### config.mk
export PLATFORM = sky130hd
export DESIGN_NAME = hsc_monitor_regs
export DESIGN_NICKNAME = d
export VERILOG_FILES = /design/src/rtl/hsc_monitor_regs.sv
export SDC_FILE = /design/constraint.sdc
export NUM_CORES = 1
export LEC_CHECK = 0
export BUFFER_PORTS_ARGS = -buffer_cell sky130_fd_sc_hd__buf_2
export CAP_MARGIN = 20
export CORE_UTILIZATION = 30
export DETAILED_ROUTE_END_ITERATION = 6
export PLACE_DENSITY = 0.48
export RECOVER_POWER = 25
export SYNTH_ARGS = -nofsm -noshare
export SYNTH_HDL_FRONTEND = slang
export SYNTH_SLANG_ARGS = --single-unit
### constraint.sdc
create_clock -name clk -period 3.08 [get_ports clk]
set_clock_uncertainty 0.05 [all_clocks]
set_input_delay 0.462 -clock clk [delete_from_list [all_inputs] [get_ports clk]]
set_output_delay 0.462 -clock clk [all_outputs]
set_load 0.005 [all_outputs]
### src/rtl/hsc_monitor_regs.sv
module hsc_monitor_regs (
  input  logic       clk,
  input  logic       rst_n,
  input  logic       dflt_on,
  input  logic       en_pin,
  input  logic       flt_pin,
  input  logic       gp_cmp,
  input  logic       pg2_ready,
  input  logic       reg_wr,
  input  logic       reg_rd,
  input  logic [1:0] reg_addr,
  input  logic [7:0] reg_wdata,
  output logic       rd_valid,
  output logic [7:0] rd_data,
  output logic       gp_oe,
  output logic       gp_out,
  output logic       gate_on,
  output logic       alert_n
);

  localparam logic [1:0] A_STAT = 2'd0;
  localparam logic [1:0] A_FLT  = 2'd1;
  localparam logic [1:0] A_AEN  = 2'd2;
  localparam logic [1:0] A_CTRL = 2'd3;

  logic [1:0] en_sy, flt_sy, gp_sy;
  logic       en_prev;
  logic [7:0] fault_q, aen_q, ctrl_q;
  logic [7:0] status, fault_set, rd_mux;
  logic       gp_in_mode, en_chg;

  always_ff @(posedge clk) begin
    if (!rst_n) begin
      en_sy   <= '0;
      flt_sy  <= '0;
      gp_sy   <= '0;
      en_prev <= 1'b0;
    end else begin
      en_sy   <= {en_sy[0], en_pin};
      flt_sy  <= {flt_sy[0], flt_pin};
      gp_sy   <= {gp_sy[0], gp_cmp};
      en_prev <= en_sy[1];
    end
  end

  assign gp_in_mode = (ctrl_q[7:6] == 2'b11);
  assign en_chg     = en_sy[1] ^ en_prev;
  assign status     = {flt_sy[1], gp_in_mode & gp_sy[1], 1'b0, en_sy[1], 4'b0};
  assign fault_set  = {flt_sy[1], gp_in_mode & gp_sy[1], 1'b0, en_chg, 4'b0};

  always_ff @(posedge clk) begin
    if (!rst_n) begin
      fault_q <= '0;
      aen_q   <= '0;
      ctrl_q  <= {4'b0, dflt_on, 3'b0};
    end else begin
      if (reg_wr && reg_addr == A_FLT) fault_q <= (fault_q & reg_wdata) | fault_set;
      else                             fault_q <= fault_q | fault_set;
      if (reg_wr && reg_addr == A_AEN)  aen_q  <= reg_wdata;
      if (reg_wr && reg_addr == A_CTRL) ctrl_q <= reg_wdata;
    end
  end

  always_comb begin
    case (reg_addr)
      A_STAT:  rd_mux = status;
      A_FLT:   rd_mux = fault_q;
      A_AEN:   rd_mux = aen_q;
      default: rd_mux = ctrl_q;
    endcase
  end

  always_ff @(posedge clk) begin
    if (!rst_n) begin
      rd_valid <= 1'b0;
      rd_data  <= '0;
    end else begin
      rd_valid <= reg_rd;
      if (reg_rd) rd_data <= rd_mux;
    end
  end

  always_comb begin
    gp_oe  = 1'b0;
    gp_out = 1'b0;
    case (ctrl_q[7:6])
      2'b00:   gp_oe = pg2_ready;
      2'b01:   gp_oe = ~pg2_ready;
      2'b10: begin
        gp_oe  = 1'b1;
        gp_out = aen_q[6];
      end
      default: gp_oe = 1'b0;
    endcase
  end

  assign gate_on = ctrl_q[3];
  assign alert_n = ~|(fault_q & aen_q);


  fault_sticky_chk: assert property (@(posedge clk) disable iff (!rst_n)
    !(reg_wr && reg_addr == A_FLT) |=> ((fault_q & $past(fault_q)) == $past(fault_q)));


  en_edge_chk: assert property (@(posedge clk) disable iff (!rst_n)
    (en_sy[1] != en_prev) |=> fault_q[4]);


  alert_idle_chk: assert property (@(posedge clk) disable iff (!rst_n)
    (fault_q == 8'h00) |-> alert_n);


  gate_wr_chk: assert property (@(posedge clk) disable iff (!rst_n)
    (reg_wr && reg_addr == A_CTRL) |=> (gate_on == $past(reg_wdata[3])));


  gp_input_float_chk: assert property (@(posedge clk) disable iff (!rst_n)
    (ctrl_q[7:6] == 2'b11) |-> !gp_oe);


  rd_latency_chk: assert property (@(posedge clk) disable iff (!rst_n)
    reg_rd |=> rd_valid);

endmodule

==> impl_metrics.tcl <==
set metrics [dict create \
    status "finished, final reports clean" \
    critPathSlowestCell "clkbuf_1" \
    yosysSeqAreaShare_pct 48.8 \
    clock-root-buffer "clkbuf_8" \
    fmax_ghz 0.520 \
    utilization_pct 37.2 \
    worst-path-max-fanout 42 \
    required_ns 2.99 \
    cts.sinks 40 \
    crit_type "input pin to flip-flop" \
    drt-met1-wl_microns 1680 \
    post_cts_buffers 0 \
    setup_violations 0 \
    dp.cells 256 \
    die_h_microns 76.4 \
    cap_violations 0 \
    grt_setup_unrepaired "no" \
    timing.slew.headroom_pct 0.985 \
    grt_overflow 0 \
    grt_max_degree 43 \
    drt_wl_total_microns 3630 \
    avgRoutedWirePerCell_microns 13.7 \
    ir_drop_mv 0.209 \
    slew_viol_final 0 \
    cts_tree "built" \
    hold_ws_ns 0.318 \
    io_pins 32 \
    syn_area_per_cell_sq_um 10.0 \
    drc 0 \
    cellPowerDensity_mw_per_mm2 545 \
    worst_slew_pin_slew_ns 1.49 \
    postRouteAntennaNets 0 \
    drt_iter0_drc 61 \
    crit_chain "clkbuf_1 -> o21ai_0" \
    synth_nets 185 \
    highest_layer "met4" \
    crit_family "buffers and inverters" \
    diodes 0 \
    startpoint_type "input pin" \
    path_buf_inv 1 \
    syn_to_final_growth_pct 16.5 \
    wl_met3_microns 203 \
    dr.pass1.iters 4 \
    cts_resized 0 \
    hold_viol_final 0 \
    num_rows 26 \
    grt_pass1_vias 1190 \
    hold_path.class "input pin to flip-flop" \
    p_leak_nw 0.829 \
    wl_met2_microns 1700 \
    antenna_found_initial 0 \
    tns_ns 0 \
    viasPerCell 4.84 \
    io_buffers 31 \
    fp.coreArea_sq_mm 0.00520 \
    final_cells 264 \
    vias 1277 \
    clk_path_buf_depth 2 \
    synthCells 166 \
    cpPeakStageDelay_ns 1.05 \
    cts_buffers 5 \
    die_x_microns 76.4 \
    ctsHoldBuffers 0 \
    die_area_sq_mm 0.00584 \
    min_period_over_period_pct 62.5 \
    period_minus_slack_ns 1.92 \
    synth_cell_types 28 \
    track_usage_pct 13.3 \
    place_congestion 0.747 \
    finalPower_w 0.00106 \
    htree_levels 2 \
    synth_seq_cells 40 \
    worstSkewPairLatency_ns 0.29 \
    cp.arrival_ns 1.84 \
    start_util_pct 31.9 \
    worstSetupEndpointType "flip-flop" \
    clk_pin_slew_ns 0.08 \
    nNetsFinal 212 \
    netlist_area_sq_mm 0.00166 \
    grt_pass1_wl_microns 5910 \
    synth_warnings 0 \
    layout-drive-gt1-share_pct 22.7 \
]
[path summary, 6_finish.rpt]
| path | from | endpoint | slack, ns | cells past startpoint |
|---|---|---|---|---|
| worst min register to register | flt_sy[0]$_SDFF_PN0_ | flt_sy[1]$_SDFF_PN0_ | 0.39 | 1 |
| worst min-delay path | gp_cmp | gp_sy[0]$_SDFF_PN0_ | 0.32 | 2 |
| worst max-delay path | rst_n | ctrl_q[3]$_DFFE_PP_ | 1.16 | 2 |
| worst max register to register | ctrl_q[7]$_SDFFE_PN0P_ | rd_data[7]$_SDFFE_PN0P_ | 1.93 | 3 |
[power by group]
| group | switching, W | internal [W] | total (W) |
|---|---|---|---|
| Sequential | 0.0000112 | 0.000538 | 0.000549 |
| Clock | 0.000180 | 0.000240 | 0.000420 |
| Combinational | 0.0000454 | 0.0000407 | 0.0000862 |
| Total | 0.000236 | 0.000819 | 0.00106 |
[cell families (layout without fill, tap and decap cells)]
family	Yosys count	in the layout	share of synthesized area [%]
flip-flops	40	40	48.8
XOR/XNOR	2	2	1.05
AND/OR/NAND/NOR	60	60	18.9
multiplexers	15	15	10.9
AO/OA/AOI/OAI	37	37	15.7
buffers and inverters	12	40	4.67
[flip-flops by register name (all words and copies together), names as in the netlist]
name,count
gp_sy,2
rd_data,8
flt_sy,2
aen_q,8
rd_valid,1
en_sy,2
en_prev,1
ctrl_q,8
fault_q,8
[cell usage after synthesis]
library cell / instances / area (sq um)
mux2_2: 5 / 56.3
o21a_1: 2 / 15.0
nand3_1: 3 / 15.0
o22ai_1: 1 / 6.26
o311a_1: 1 / 10.0
a31oi_1: 5 / 31.3
a21boi_0: 2 / 15.0
nand3b_1: 8 / 60.1
o21ai_0: 10 / 50.1
and3_1: 1 / 6.26
clkbuf_1: 5 / 18.8
o211a_1: 5 / 50.1
buf_6: 4 / 45.0
and2_1: 8 / 50.1
nand2_1: 28 / 105
nor2_1: 2 / 7.51
a22oi_1: 4 / 30.0
nand3b_2: 1 / 11.3
and4_1: 1 / 8.76
dfxtp_1: 39 / 781
edfxtp_1: 1 / 30.0
mux4_2: 2 / 45.0
buf_2: 2 / 10.0
xnor2_1: 2 / 17.5
inv_1: 1 / 3.75
mux2i_1: 8 / 80.1
a21boi_1: 7 / 52.6
nor2b_1: 8 / 50.1
[per-layer routing]
layer,global-route usage [%],vias to the layer above
li1,-,630
met1,16.9,611
met2,20.5,29
met3,4.91,7
met4,5.19,0
met5,0,-
[stage by stage]
step	setup slack [ns]	area [sq um]
2_1_floorplan	1.74	1660
3_3_place_gp	1.28	1830
3_5_place_dp	1.26	1830
4_1_cts	1.35	1940
5_1_grt	0.912	1940
6_report	1.16	1940
[placed cells by master, fill, tap and decap left out, types with 2 or more instances in the layout]
cell,netlist,routed
a21boi_0,2,2
a21boi_1,7,7
a22oi_1,4,4
a31oi_1,5,5
and2_0,0,2
and2_1,8,6
buf_2,2,29
clkbuf_1,5,3
clkbuf_8,0,5
dfxtp_1,39,39
mux2_2,5,5
mux2i_1,8,8
mux4_2,2,2
nand2_1,28,28
nand3_1,3,3
nand3b_1,8,8
nor2_1,2,2
nor2b_1,8,8
o211a_1,5,5
o21a_1,2,2
o21ai_0,10,10
xnor2_1,2,2
[area by class of cell]
class                           count  area, sq um
Sequential cell                    40          811
Multi-Input combinational cell    114          773
Tap cell                           70         87.6
Clock inverter                      2         35.0
Fill cell                         554         3270
Inverter                            1         3.75
Clock buffer                        6         72.6
Timing Repair Buffer               31          153
Note: power is estimated with default switching activity, not from simulation.
